$ cat config.mk
export PLATFORM = sky130hd
export DESIGN_NAME = dinit_seq
export DESIGN_NICKNAME = d
export VERILOG_FILES = /design/src/rtl/dinit_pkg.sv /design/src/rtl/dinit_strobe_gen.sv /design/src/rtl/dinit_idle_mon.sv /design/src/rtl/dinit_seq.sv
export SDC_FILE = /design/constraint.sdc
export NUM_CORES = 1
export LEC_CHECK = 0
export ABC_AREA = 1
export CORE_ASPECT_RATIO = 0.8
export CORE_MARGIN = 10
export CORE_UTILIZATION = 25
export CTS_CLUSTER_SIZE = 24
export DETAILED_ROUTE_END_ITERATION = 8
export REMOVE_ABC_BUFFERS = 1
export SYNTH_ARGS = -nofsm -noshare
export SYNTH_HDL_FRONTEND = slang
export SYNTH_SLANG_ARGS = --single-unit
export TNS_END_PERCENT = 10
$ cat constraint.sdc
create_clock -name clk -period 2 [get_ports clk]
set_input_delay 0.4 -clock clk [delete_from_list [all_inputs] [get_ports clk]]
set_output_delay 0.4 -clock clk [all_outputs]
set_load 0.01 [all_outputs]
$ cat src/rtl/dinit_pkg.sv
package dinit_pkg;

    typedef enum logic [1:0] {
        SQ_WAIT,
        SQ_WARM,
        SQ_READY
    } seq_state_e;

    typedef enum logic [1:0] {
        SG_IDLE,
        SG_LEAD,
        SG_LOW,
        SG_PRE
    } sg_phase_e;

    typedef struct packed {
        logic ras_n;
        logic cas_n;
    } strobe_t;

    localparam strobe_t STROBE_REST = '{ras_n: 1'b1, cas_n: 1'b1};

    // ceiling of time * frequency, at least one cycle
    function automatic int span_to_cyc(longint hz, longint amount, longint per_sec);
        longint c;
        c = (hz * amount + per_sec - 1) / per_sec;
        if (c < 1) c = 1;
        return int'(c);
    endfunction

    function automatic int ns_to_cyc(longint hz, longint ns);
        return span_to_cyc(hz, ns, 64'd1_000_000_000);
    endfunction

    function automatic int us_to_cyc(longint hz, longint us);
        return span_to_cyc(hz, us, 64'd1_000_000);
    endfunction

    function automatic int max3(int a, int b, int c);
        int m;
        m = (a > b) ? a : b;
        return (m > c) ? m : c;
    endfunction

endpackage

$ cat src/rtl/dinit_strobe_gen.sv
module dinit_strobe_gen
    import dinit_pkg::*;
#(
    parameter int LOW_CYC  = 3,
    parameter int LEAD_CYC = 1,
    parameter int PRE_CYC  = 2
) (
    input  logic    clk,
    input  logic    rst,
    input  logic    start,
    input  logic    cbr,
    output strobe_t pins,
    output logic    idle,
    output logic    fall
);
    localparam int MAXC = max3(LOW_CYC, LEAD_CYC, PRE_CYC);
    localparam int CW   = $clog2(MAXC + 1);
    typedef logic [CW-1:0] cnt_t;
    localparam cnt_t LOW_LD  = cnt_t'(LOW_CYC - 1);
    localparam cnt_t LEAD_LD = cnt_t'(LEAD_CYC - 1);
    localparam cnt_t PRE_LD  = cnt_t'(PRE_CYC - 1);

    sg_phase_e ph;
    cnt_t      cnt;

    always_ff @(posedge clk) begin
        if (rst) begin
            ph   <= SG_IDLE;
            cnt  <= '0;
            pins <= STROBE_REST;
            fall <= 1'b0;
        end else begin
            fall <= 1'b0;
            case (ph)
                SG_IDLE: begin
                    if (start) begin
                        if (cbr) begin
                            ph         <= SG_LEAD;
                            cnt        <= LEAD_LD;
                            pins.cas_n <= 1'b0;
                        end else begin
                            ph         <= SG_LOW;
                            cnt        <= LOW_LD;
                            pins.ras_n <= 1'b0;
                            fall       <= 1'b1;
                        end
                    end
                end
                SG_LEAD: begin
                    if (cnt == '0) begin
                        ph         <= SG_LOW;
                        cnt        <= LOW_LD;
                        pins.ras_n <= 1'b0;
                        fall       <= 1'b1;
                    end else begin
                        cnt <= cnt - 1'b1;
                    end
                end
                SG_LOW: begin
                    if (cnt == '0) begin
                        ph   <= SG_PRE;
                        cnt  <= PRE_LD;
                        pins <= STROBE_REST;
                    end else begin
                        cnt <= cnt - 1'b1;
                    end
                end
                SG_PRE: begin
                    if (cnt == '0) ph <= SG_IDLE;
                    else           cnt <= cnt - 1'b1;
                end
                default: ph <= SG_IDLE;
            endcase
        end
    end

    assign idle = (ph == SG_IDLE);

endmodule

$ cat src/rtl/dinit_idle_mon.sv
module dinit_idle_mon #(
    parameter int LIMIT = 100
) (
    input  logic clk,
    input  logic rst,
    input  logic fall_int,
    input  logic fall_ext,
    output logic expired
);
    localparam int CW = $clog2(LIMIT + 1);
    typedef logic [CW-1:0] cnt_t;
    localparam cnt_t LIM = cnt_t'(LIMIT);

    cnt_t cnt;

    always_ff @(posedge clk) begin
        if (rst || fall_int || fall_ext) cnt <= '0;
        else if (cnt != LIM)             cnt <= cnt + 1'b1;
    end

    assign expired = (cnt == LIM);

endmodule

$ cat src/rtl/dinit_seq.sv
module dinit_seq
    import dinit_pkg::*;
#(
    parameter int CLK_HZ      = 50_000_000,
    parameter int WAIT_US     = 500,
    parameter int IDLE_US     = 64_000,
    parameter int RAS_LOW_NS  = 50,
    parameter int CAS_LEAD_NS = 10,
    parameter int PRECHG_NS   = 30,
    parameter int N_WARM      = 8,
    parameter bit USE_CBR     = 1'b1,
    parameter bit DUMMY_EN    = 1'b1
) (
    input  logic clk,
    input  logic rst,
    input  logic acc_req,
    input  logic acc_ras_fall,
    output logic acc_gnt,
    output logic ready,
    output logic ras_n,
    output logic cas_n
);
    localparam int WAIT_CYC = us_to_cyc(CLK_HZ, WAIT_US);
    localparam int IDLE_CYC = us_to_cyc(CLK_HZ, IDLE_US);
    localparam int LOW_CYC  = ns_to_cyc(CLK_HZ, RAS_LOW_NS);
    localparam int LEAD_CYC = ns_to_cyc(CLK_HZ, CAS_LEAD_NS);
    localparam int PRE_CYC  = ns_to_cyc(CLK_HZ, PRECHG_NS);
    localparam int WW       = $clog2(WAIT_CYC + 1);
    localparam int NW       = $clog2(N_WARM + 1);
    typedef logic [WW-1:0] wait_t;
    typedef logic [NW-1:0] warm_t;
    localparam wait_t WAIT_LAST = wait_t'(WAIT_CYC - 1);
    localparam warm_t WARM_ALL  = warm_t'(N_WARM);

    seq_state_e st;
    wait_t      wait_cnt;
    warm_t      issued;
    strobe_t    pins;
    logic       sg_idle, sg_fall, sg_start, sg_cbr;
    logic       start_warm, start_dummy, idle_exp;

    assign start_warm = (st == SQ_WARM) && sg_idle && (issued != WARM_ALL);

    generate
        if (DUMMY_EN) begin : g_dummy
            assign start_dummy = (st == SQ_WAIT) && sg_idle;
        end else begin : g_no_dummy
            assign start_dummy = 1'b0;
        end
        if (USE_CBR) begin : g_cbr
            assign sg_cbr = (st == SQ_WARM);
        end else begin : g_ras_only
            assign sg_cbr = 1'b0;
        end
    endgenerate

    assign sg_start = start_warm || start_dummy;

    dinit_strobe_gen #(
        .LOW_CYC (LOW_CYC),
        .LEAD_CYC(LEAD_CYC),
        .PRE_CYC (PRE_CYC)
    ) u_strobe (
        .clk  (clk),
        .rst  (rst),
        .start(sg_start),
        .cbr  (sg_cbr),
        .pins (pins),
        .idle (sg_idle),
        .fall (sg_fall)
    );

    dinit_idle_mon #(
        .LIMIT(IDLE_CYC)
    ) u_idle (
        .clk     (clk),
        .rst     (rst),
        .fall_int(sg_fall),
        .fall_ext(acc_ras_fall),
        .expired (idle_exp)
    );

    always_ff @(posedge clk) begin
        if (rst) begin
            st       <= SQ_WAIT;
            wait_cnt <= '0;
            issued   <= '0;
        end else begin
            case (st)
                SQ_WAIT: begin
                    if (wait_cnt == WAIT_LAST) begin
                        st     <= SQ_WARM;
                        issued <= '0;
                    end else begin
                        wait_cnt <= wait_cnt + 1'b1;
                    end
                end
                SQ_WARM: begin
                    if (start_warm) issued <= issued + 1'b1;
                    else if (issued == WARM_ALL && sg_idle) st <= SQ_READY;
                end
                SQ_READY: begin
                    if (idle_exp) begin
                        st     <= SQ_WARM;
                        issued <= '0;
                    end
                end
                default: st <= SQ_WAIT;
            endcase
        end
    end

    assign ready   = (st == SQ_READY);
    assign acc_gnt = acc_req && ready;
    assign ras_n   = pins.ras_n;
    assign cas_n   = pins.cas_n;

endmodule

==> metrics <==
outcome=finished, final reports clean; hold depth=2; PD cells=roughly 720 nW/um^2; die area=16,800 sq um; DP Area=3230 sq um; Tot Pwr=2430 uW; # H-tree levels=2; sw frac=between 20 and 30%; Cell variety after synth=34; sequential share of the synthesized area=33.3%; Crit. End Element=output port; total of fill cells in the finished design=1,255; Arrival @ worst endpoint=between 1.5 and 2 ns; clk_skew=0.00505 ns; Critical Path RT=1.60 ns; Mapped Avg Cell Area=6.76 sq um; Critical Path Source=acc_req; share of cells above drive strength 1=10.3%; final period utilization=96.1%; stages on the worst setup path=3; Hold Buf Count CTS=0; internal power=1710 uW; setup violators final=0; IO buf count=7; Final Instance Count excl. Fillers=around 600; Worst Hold Slack=0.468 ns; Hold Path Class=register to register; Core Area=between 10,000 and 15,000 sq um; 1st-iter DRT viols=approximately 160; global route total overflow=0; final hold violation count=0; Sum Neg Setup Slack=0 ns; r2r startpoint=u_strobe.ph[0]; Register-to-Register Setup Slack=0.34 ns; I/O pin total=8; final routed DRC violation total=0; cell repeated most along the worst path=clkdlybuf4s50_1; remaining antenna violation count after routing=0; crit path cell chain=clkdlybuf4s50_1, and3_1, clkdlybuf4s50_1; Root Driver=clkbuf_16; initial antenna violation count=0; Total Nets Final=473; slowest stage delay, CP=0.54 ns; Area growth syn-to-layout=11.8%; Num CTS Buffers=5; leading area contributor after synthesis=dfxtp_1; relative slew slack=69.3%; vias in the first global route=2,589; worst reg2reg path depth=9; Slew @ Worst Pin=0.458 ns; Synth top area share=33.3%; share of power burned in registers=45.7%; Ys Warns=0; Synth Cell Area=between 3000 and 4000 sq um; Final Wtd Congestion=between 0.8 and 0.9; n_diodes=0; Synth area leaders=dfxtp_1 33%, nand2_1 14%, inv_1 7.8%; Clock power frac=33.8%; clk_lat worst skew=0.29 ns; CP bufs+invs=2; CP max FO=1; DIE WIDTH=~140 um; postcts setup bufs=0; delay-heaviest family, CP=buffers and inverters; Psw=about 720 uW; minimum clock period=1.92 ns; LEAKAGE=0.00127 uW; placed cells=596; DPL Wire Length=between 4000 and 5000 um; Yosys reg bits=50; Max Cap Violations=0; Initial Util=25.8%; std cell rows=35; Max Clk Rate=521 MHz; Via-to-Cell Ratio=4.41; maximum clock insertion buffer count=2; Crit Path Category=input pin to output port; clk sinks=50; RSZ-0062 raised after global routing=false; largest net degree at the start of global routing=21; Initial DRT Pass Iterations=4; drt total wl=6120 um; Post-CTS Resized=0; Slew Limit Fails=0; total track usage=under 10%; CTS tree=yes; logic gate share of total power=20.5%; clk slew on worst S/H paths=0.06 ns; first-pass GRT wire length=10,900 um; Wirelength per Cell=between 10 and 15 um; CP max-delay cell=clkdlybuf4s50_1; critical path launch point type=input pin; Die Y=~120 um; Worst VDD drop=320 uV; hold path startpoint=u_idle.cnt[21]; Post-Syn Instances=around 440; final instance area=~3400 sq um; Vias=2,662
kinds of logic after synthesis:
| group | synth area share, % |
|---|---|
| buffers and inverters | 10.7 |
| xor gates and xnor gates | 0.583 |
| and+or+nand+nor | 37.1 |
| DFF | 33.3 |
| AOI/OAI and AO/OA | 12.5 |
| adders and majority gates | 5.83 |
state kept, by name, summed over array words and instances (netlist names):
register       flops
wait_cnt          15
st                 2
issued             4
u_idle.cnt        22
u_strobe.cnt       2
u_strobe.pins      2
u_strobe.ph        2
u_strobe.fall      1
cell type report:
| type | instances | area (sq um) | area share (%) |
|---|---|---|---|
| Clock buffer | 7 | 133 | 3.95 |
| Inverter | 67 | 251 | 7.49 |
| Multi-Input combinational cell | 319 | 1680 | 50.0 |
| Sequential cell | 50 | 1000 | 29.8 |
| Tap cell | 148 | 185 | 5.51 |
| Timing Repair Buffer | 12 | 108 | 3.20 |
path summary, 6_finish.rpt:
kind,endpoint
worst max-delay path,acc_gnt
worst min-delay path,u_idle.cnt[21]
worst max register to register,u_strobe.ph[0]
worst min register to register,u_idle.cnt[21]
worst min-delay path, delay by kind of cell (launching register included):
| family | cells | cell delay, ns |
|---|---|---|
| AOI/OAI and AO/OA | 1 | 0.05 |
| DFF | 1 | 0.31 |
| and+or+nand+nor | 1 | 0.06 |
metrics by stage:
step	utilization, %	worst slack [ns]
2_1_floorplan	-	0.406
3_3_place_gp	27.7	0.0633
3_5_place_dp	27.7	0.0665
4_1_cts	28.8	0.0694
5_1_grt	28.8	0.0260
6_report	28.8	0.0789
Yosys cell counts, drive strengths merged:
library cell and count:
a21oi 38, nor3 17, nand2 119, o211ai 1, o21a 1, a211oi 1
inv 67, xor2 2, ha 14, o21ai 27, nor2 58, dfxtp 50
clkbuf 1, o21bai 1, or2 1, buf 7, nand3 24, and3 1
nor3b 2, nand4 12
metal layers:
layer	up-vias	wire length, um	global-route usage, %	part of all wire [%]
li1	1434	-	-	-
met1	1180	3180	9.52	52
met2	35	2650	12.0	43
met3	13	194	2.10	3.2
met4	0	95	2.96	1.6
met5	-	0	0	0
cell usage in the layout (no fill, tap or decap):
cell             count
nand3_1             20
clkbuf_16            5
o211ai_1             1
inv_2                5
inv_1               62
nand2_2              7
o21a_1               1
nor3_4               1
nor3_2               2
clkdlybuf4s50_1      7
xor2_1               2
o21bai_1             1
dfxtp_1             50
nand4_1             12
ha_1                14
nor2_4               5
a21oi_2              5
o21ai_0             26
buf_4                5
nand3_4              2
nor3_1              14
o21ai_1              1
nor3b_2              2
nor2_1              49
or2_4                1
nand2_4              1
a211oi_1             1
clkbuf_1             2
and3_1               1
a21oi_1             33
nand3_2              2
nor2_2               4
nand2_1            111
power by group through the flow:
stage	combinational (uW)	clock, uW	sequential (uW)
2_1_floorplan	342	0	1130
3_3_place_gp	470	0	1130
3_5_place_dp	493	0	1130
4_1_cts	495	866	1110
5_1_grt	575	906	1120
6_report	497	821	1110
(Power assumes the default switching activity.)
